--- src/rtl/dds_pkg.sv ---
package dds_pkg;
  localparam int unsigned DEF_ACC_W = 16;
  localparam int unsigned DEF_PH_W  = 10;
endpackage

--- src/rtl/dds_accum.sv ---
module dds_accum #(
  parameter int unsigned ACC_W = dds_pkg::DEF_ACC_W,
  parameter int unsigned PH_W  = dds_pkg::DEF_PH_W
) (
  input  logic               clk,
  input  logic               rst_n,
  input  logic               en,
  input  logic [ACC_W-2:0]   step,
  output logic [ACC_W-1:0]   acc_q,
  output logic [PH_W-1:0]    top_d
);
  logic [ACC_W-1:0] acc_d;

  always_comb begin
    acc_d = acc_q;
    if (en) acc_d = acc_q + {1'b0, step};
    top_d = acc_d[ACC_W-1 -: PH_W];
  end

  always_ff @(posedge clk or negedge rst_n) begin
    if (!rst_n)  acc_q <= '0;
    else if (en) acc_q <= acc_d;
  end

  AST_ACC_STEP: assert property (@(posedge clk) disable iff (!rst_n)
    en |=> acc_q == ACC_W'($past(acc_q) + {1'b0, $past(step)}));
  AST_ACC_HOLD: assert property (@(posedge clk) disable iff (!rst_n)
    !en |=> $stable(acc_q));
endmodule

--- src/rtl/dds_phase_tap.sv ---
module dds_phase_tap #(
  parameter int unsigned PH_W = dds_pkg::DEF_PH_W
) (
  input  logic            clk,
  input  logic            rst_n,
  input  logic            en,
  input  logic [PH_W-1:0] top_d,
  input  logic [PH_W-1:0] offset,
  output logic [PH_W-1:0] phase_q,
  output logic [PH_W-1:0] quad_q
);
  localparam logic [PH_W-1:0] QTR = PH_W'(1) << (PH_W - 2);

  logic [PH_W-1:0] phase_d;
  logic [PH_W-1:0] quad_d;

  always_comb begin
    phase_d = top_d + offset;
    quad_d  = top_d + offset + QTR;
  end

  always_ff @(posedge clk or negedge rst_n) begin
    if (!rst_n) begin
      phase_q <= '0;
      quad_q  <= QTR;
    end else if (en) begin
      phase_q <= phase_d;
      quad_q  <= quad_d;
    end
  end

  AST_QUAD_GAP: assert property (@(posedge clk) disable iff (!rst_n)
    PH_W'(quad_q - phase_q) == QTR);
endmodule

--- src/rtl/dds_wave_tap.sv ---
module dds_wave_tap #(
  parameter int unsigned ACC_W = dds_pkg::DEF_ACC_W
) (
  input  logic [ACC_W-1:0] acc,
  output logic             square,
  output logic [ACC_W-1:0] saw,
  output logic [ACC_W-2:0] tri_w
);
  assign square = acc[ACC_W-1];
  assign saw    = acc;

  for (genvar i = 0; i < ACC_W - 1; i++) begin : g_fold
    assign tri_w[i] = acc[i] ^ acc[ACC_W-1];
  end
endmodule

--- src/rtl/dds_phase_gen.sv ---
module dds_phase_gen #(
  parameter int unsigned ACC_W = dds_pkg::DEF_ACC_W,
  parameter int unsigned PH_W  = dds_pkg::DEF_PH_W
) (
  input  logic             clk,
  input  logic             rst_n,
  input  logic             sample_en,
  input  logic [ACC_W-2:0] tune_word,
  input  logic [PH_W-1:0]  phase_offset,
  output logic [PH_W-1:0]  phase_o,
  output logic [PH_W-1:0]  quad_o,
  output logic             square_o,
  output logic [ACC_W-1:0] saw_o,
  output logic [ACC_W-2:0] tri_o
);
  logic [ACC_W-1:0] acc;
  logic [PH_W-1:0]  top_d;

  dds_accum #(.ACC_W(ACC_W), .PH_W(PH_W)) u_accum (
    .clk(clk), .rst_n(rst_n), .en(sample_en), .step(tune_word),
    .acc_q(acc), .top_d(top_d)
  );

  dds_phase_tap #(.PH_W(PH_W)) u_phase (
    .clk(clk), .rst_n(rst_n), .en(sample_en), .top_d(top_d),
    .offset(phase_offset), .phase_q(phase_o), .quad_q(quad_o)
  );

  dds_wave_tap #(.ACC_W(ACC_W)) u_wave (
    .acc(acc), .square(square_o), .saw(saw_o), .tri_w(tri_o)
  );

  AST_PHASE_TRACK: assert property (@(posedge clk) disable iff (!rst_n)
    sample_en |=> phase_o == PH_W'(saw_o[ACC_W-1 -: PH_W] + $past(phase_offset)));
  AST_OUT_HOLD: assert property (@(posedge clk) disable iff (!rst_n)
    !sample_en |=> $stable(phase_o) && $stable(quad_o));
endmodule

--- config.mk ---
export PLATFORM = sky130hd
export DESIGN_NAME = dds_phase_gen
export DESIGN_NICKNAME = d
export VERILOG_FILES = /design/src/rtl/dds_pkg.sv /design/src/rtl/dds_accum.sv /design/src/rtl/dds_phase_tap.sv /design/src/rtl/dds_wave_tap.sv /design/src/rtl/dds_phase_gen.sv
export SDC_FILE = /design/constraint.sdc
export NUM_CORES = 1
export LEC_CHECK = 0
export ABC_AREA = 1
export BUFFER_PORTS_ARGS = -buffer_cell sky130_fd_sc_hd__buf_2
export CORE_MARGIN = 1.5
export CORE_UTILIZATION = 45
export CTS_BUF_LIST = sky130_fd_sc_hd__clkbuf_8
export CTS_CLUSTER_DIAMETER = 150
export DETAILED_ROUTE_END_ITERATION = 8
export GPL_TIMING_DRIVEN = 0
export PLACE_DENSITY_LB_ADDON = 0.2
export SLEW_MARGIN = 10
export SYNTH_ARGS = -nofsm -noshare
export SYNTH_HDL_FRONTEND = slang
export SYNTH_HIERARCHICAL = 1
export SYNTH_SLANG_ARGS = --single-unit
--- constraint.sdc ---
create_clock -name clk -period 8.6 [get_ports clk]
set_input_delay 1.72 -clock clk [delete_from_list [all_inputs] [get_ports clk]]
set_output_delay 1.72 -clock clk [all_outputs]
set_load 0.02 [all_outputs]
==> key figures <==
Clock tree
  • Clock root buffer: clkbuf_8
  • Clk_lat worst skew: 0.28 ns
  • TritonCTS Sinks: 28
  • Clk buf depth: 2
  • CTS resizes: 0
  • Post-CTS Hold Fix Bufs: 0
  • Clk slew on worst S/H paths: 0.10 ns
  • Post-CTS Setup Bufs: 0
  • CTS tree: built
  • Num CTS Buffers: 3
  • CTS H-tree depth: 1

Routing
  • Vias per std cell: 4.63
  • DR DRC count: 8
  • Initial DRC count: 136
  • ANT nets after route: 0
  • First-pass DRT Iterations: 6
  • DR vias: 2912
  • WL final: 7.10 mm
  • Routed wire length per instance: 11.3 um

Timing
  • Hold Vio Cnt, Final: 0
  • Slew @ Worst Pin: between 0.6 and 0.7 ns
  • TNS Setup: 0 ns
  • Slew headroom: 53.8%
  • Period minus WS final: 4.30 ns
  • Clock skew: 0.00834 ns
  • RSZ-0062 raised after global routing: no
  • Fin crit share: 50.0%
  • Setup violations, final: 0
  • Slew Limit Fails: 0
  • Highest clock rate: 233 MHz
  • Hold_ws: 0.471 ns

Final layout
  • # diodes: 0
  • Fillers: 646
  • Area Overhead vs Synth: 18.7%
  • Final Cell Area: 3580 um^2
  • Reg area: 702 um^2
  • Layout cells sized above 1: between 20% and 30%
  • Multi-input logic area: roughly 1800 um^2
  • Nets@finish: 607

Yosys
  • Synth warnings: 6
  • Ys async rst share: 100%
  • EDFF count, synth: 0
  • Synth Instances: about 470
  • Top post-synthesis cells by area: nand2_1, dfrtp_1, ha_1
  • Post-synth top area cell: nand2_1
  • Post-synthesis sequential area ratio: a little under a quarter
  • Syn_nets: 523
  • Avg Synthesized Cell Area: 6.43 um^2
  • Cell Area, Synth: 3020 um^2
  • Top FF cell, synth: dfrtp_1
  • Yosys top cell area share: 23.5%
  • Register bit total from synthesis: 28
  • Post-synth cell types: 37
  • Most common library cells after synthesis: nand2_1, inv_1, buf_4
  • Top-count cell post-synth: nand2_1

Run status
  • Failing checks: DRC
  • Status: finished, violations left

Critical path
  • Critical R2R Capture: u_phase/quad_q[9]$_DFFE_PN0P_
  • Crit path arrival time: 4.48 ns
  • Critical path endpoint: u_phase/quad_q[9]$_DFFE_PN0P_
  • Setup crit start kind: input port
  • CP Max Fanout: 4
  • Register-to-Register Path Depth: 22
  • Worst Path Required: 8.78 ns
  • Critical path capture point type: flop
  • Crit Path Class: input port to flop
  • RR Startpoint: u_accum/acc_q[0]$_DFFE_PN0P_
  • Flop2flop setup slack: 5.37 ns
  • CP startpoint: tune_word[0]

Die
  • Die ar.: slightly above 7000 um^2
  • Die Span X: 84.9 um
  • Core area: roughly 6400 um^2
  • Starting Density: 47.0%
  • Rows: 29
  • I/O Pins: 80
  • Die height: 84.9 um

Placed design
  • Routability congestion estimate: ~0.92
  • Dpl cell area: 3510 um^2
  • Dpl hpwl: 5.81 mm
  • PortBufs: 79

Global routing
  • First-pass GRT wire length: 12.0 mm
  • Grt total ovfl: 0
  • Largest net degree at the start of global routing: 29
  • Number of global-route vias before repair: 2675
  • Gr usage total: about a fifth
  • Initial antenna violation count: 0

Pwr
  • Internal: 709 uW
  • P_leak: 2.22 nW
  • VDD IR max: between 150 and 200 uV
  • Net Sw Power: 818 uW
  • Power density cells: about 430 nW/um^2
  • Sequential power share: 17.7%
  • Clock network power share: about 7.1%
  • Switching share of power: 53.6%
  • Logic gate share of total power: 75.2%

Worst hold path
  • HP Class: flop to flop
  • Worst Hold Launch: u_phase/quad_q[8]$_DFFE_PN1P_

Run
  • MaxCap Viol Count: 0
per-layer routing:
layer	part of all wire, %	up-vias	global-route usage [%]
met3	4.0	6	1.95
li1	-	1578	-
met1	50	1267	28.4
met4	1.0	0	4.17
met2	45	61	34.3
met5	0	-	0
stage by stage:
step                setup WS [ns]  total power, mW  utilization, %  std cells
finish                       4.30             1.53            55.8        629
global route                 3.98             1.68            55.8        629
CTS                          4.27             1.54            55.8        629
detailed placement           3.97             1.42            54.6        625
global placement             4.04             1.40            54.6        625
floorplan                    4.46             1.14               -        469
how the worst min path moves through the flow:
stage / endpoint / slack (ns) / cells past startpoint
final: u_phase/quad_q[8]$_DFFE_PN1P_ / 0.47 / 2
after CTS: u_phase/quad_q[8]$_DFFE_PN1P_ / 0.48 / 2
after global placement: u_phase/quad_q[8]$_DFFE_PN1P_ / 0.46 / 2
after floorplan: u_phase/quad_q[8]$_DFFE_PN1P_ / 0.50 / 2
after detailed placement: u_phase/quad_q[8]$_DFFE_PN1P_ / 0.46 / 2
after global routing: u_phase/quad_q[8]$_DFFE_PN1P_ / 0.50 / 2
area by class of cell:
type	count	share of cell area, %
multi-input cells	328	49.1
flip-flops and latches	28	19.6
repair buffers	79	11.0
inverters	80	8.60
plain buffers	33	6.95
well taps	77	2.69
clock buffers	3	1.15
clock inverters	1	0.839
power by group through the flow:
| stage | Sequential, mW | Combinational, mW | Clock [mW] |
|---|---|---|---|
| 3_3_place_gp | 0.268 | 1.13 | 0 |
| 5_1_grt | 0.282 | 1.28 | 0.116 |
| 2_1_floorplan | 0.293 | 0.852 | 0 |
| 6_report | 0.270 | 1.15 | 0.108 |
| 4_1_cts | 0.271 | 1.15 | 0.113 |
| 3_5_place_dp | 0.273 | 1.15 | 0 |
flip-flops by register name, indices dropped and copies added (netlist names):
signal	flops
u_phase/phase_q	2
u_accum/acc_q	16
u_phase/quad_q	10
critical path, stage by stage:
cell     delay (ns)
buf_2          0.08
ha_1           0.21
inv_1          0.07
fa_1           0.38
inv_1          0.12
nand2_1        0.08
nand3_2        0.09
or2_1          0.11
nand3_1        0.10
nand2_1        0.09
ha_1           0.23
inv_1          0.07
fa_1           0.35
inv_1          0.09
nand2_2        0.07
o21ai_4        0.18
nand3_2        0.09
nand2_1        0.07
nand2_1        0.05
nand3_2        0.07
inv_1          0.06
nand2_1        0.05
nand2_1        0.05
placed cells by master (no fill, tap or decap), drive strengths merged:
cell type  count
o2111ai        1
fa             2
dfstp          1
and2           1
bufinv         1
or2            1
nand3         29
o21bai         1
inv           80
nor3           2
a21o           1
o21ai         18
a21oi         14
buf          110
nand3b         3
clkbuf         5
dfrtp         27
o21a           1
xnor2          5
nand4          4
ha            24
xor2           4
nand2        199
nor2          18
kinds of logic (layout without fill, tap and decap cells):
kind of cell / count (synthesis) / count (layout) / share of synthesized area (%)
AND/OR/NAND/NOR: 257 / 257 / 37.3
buffers and inverters: 113 / 196 / 18.4
AO/OA/AOI/OAI: 36 / 36 / 7.09
flip-flops: 28 / 28 / 23.3
adder cells (fa/ha/maj): 26 / 26 / 11.3
XOR/XNOR: 9 / 9 / 2.61
Power figures use the tool's default switching activity.
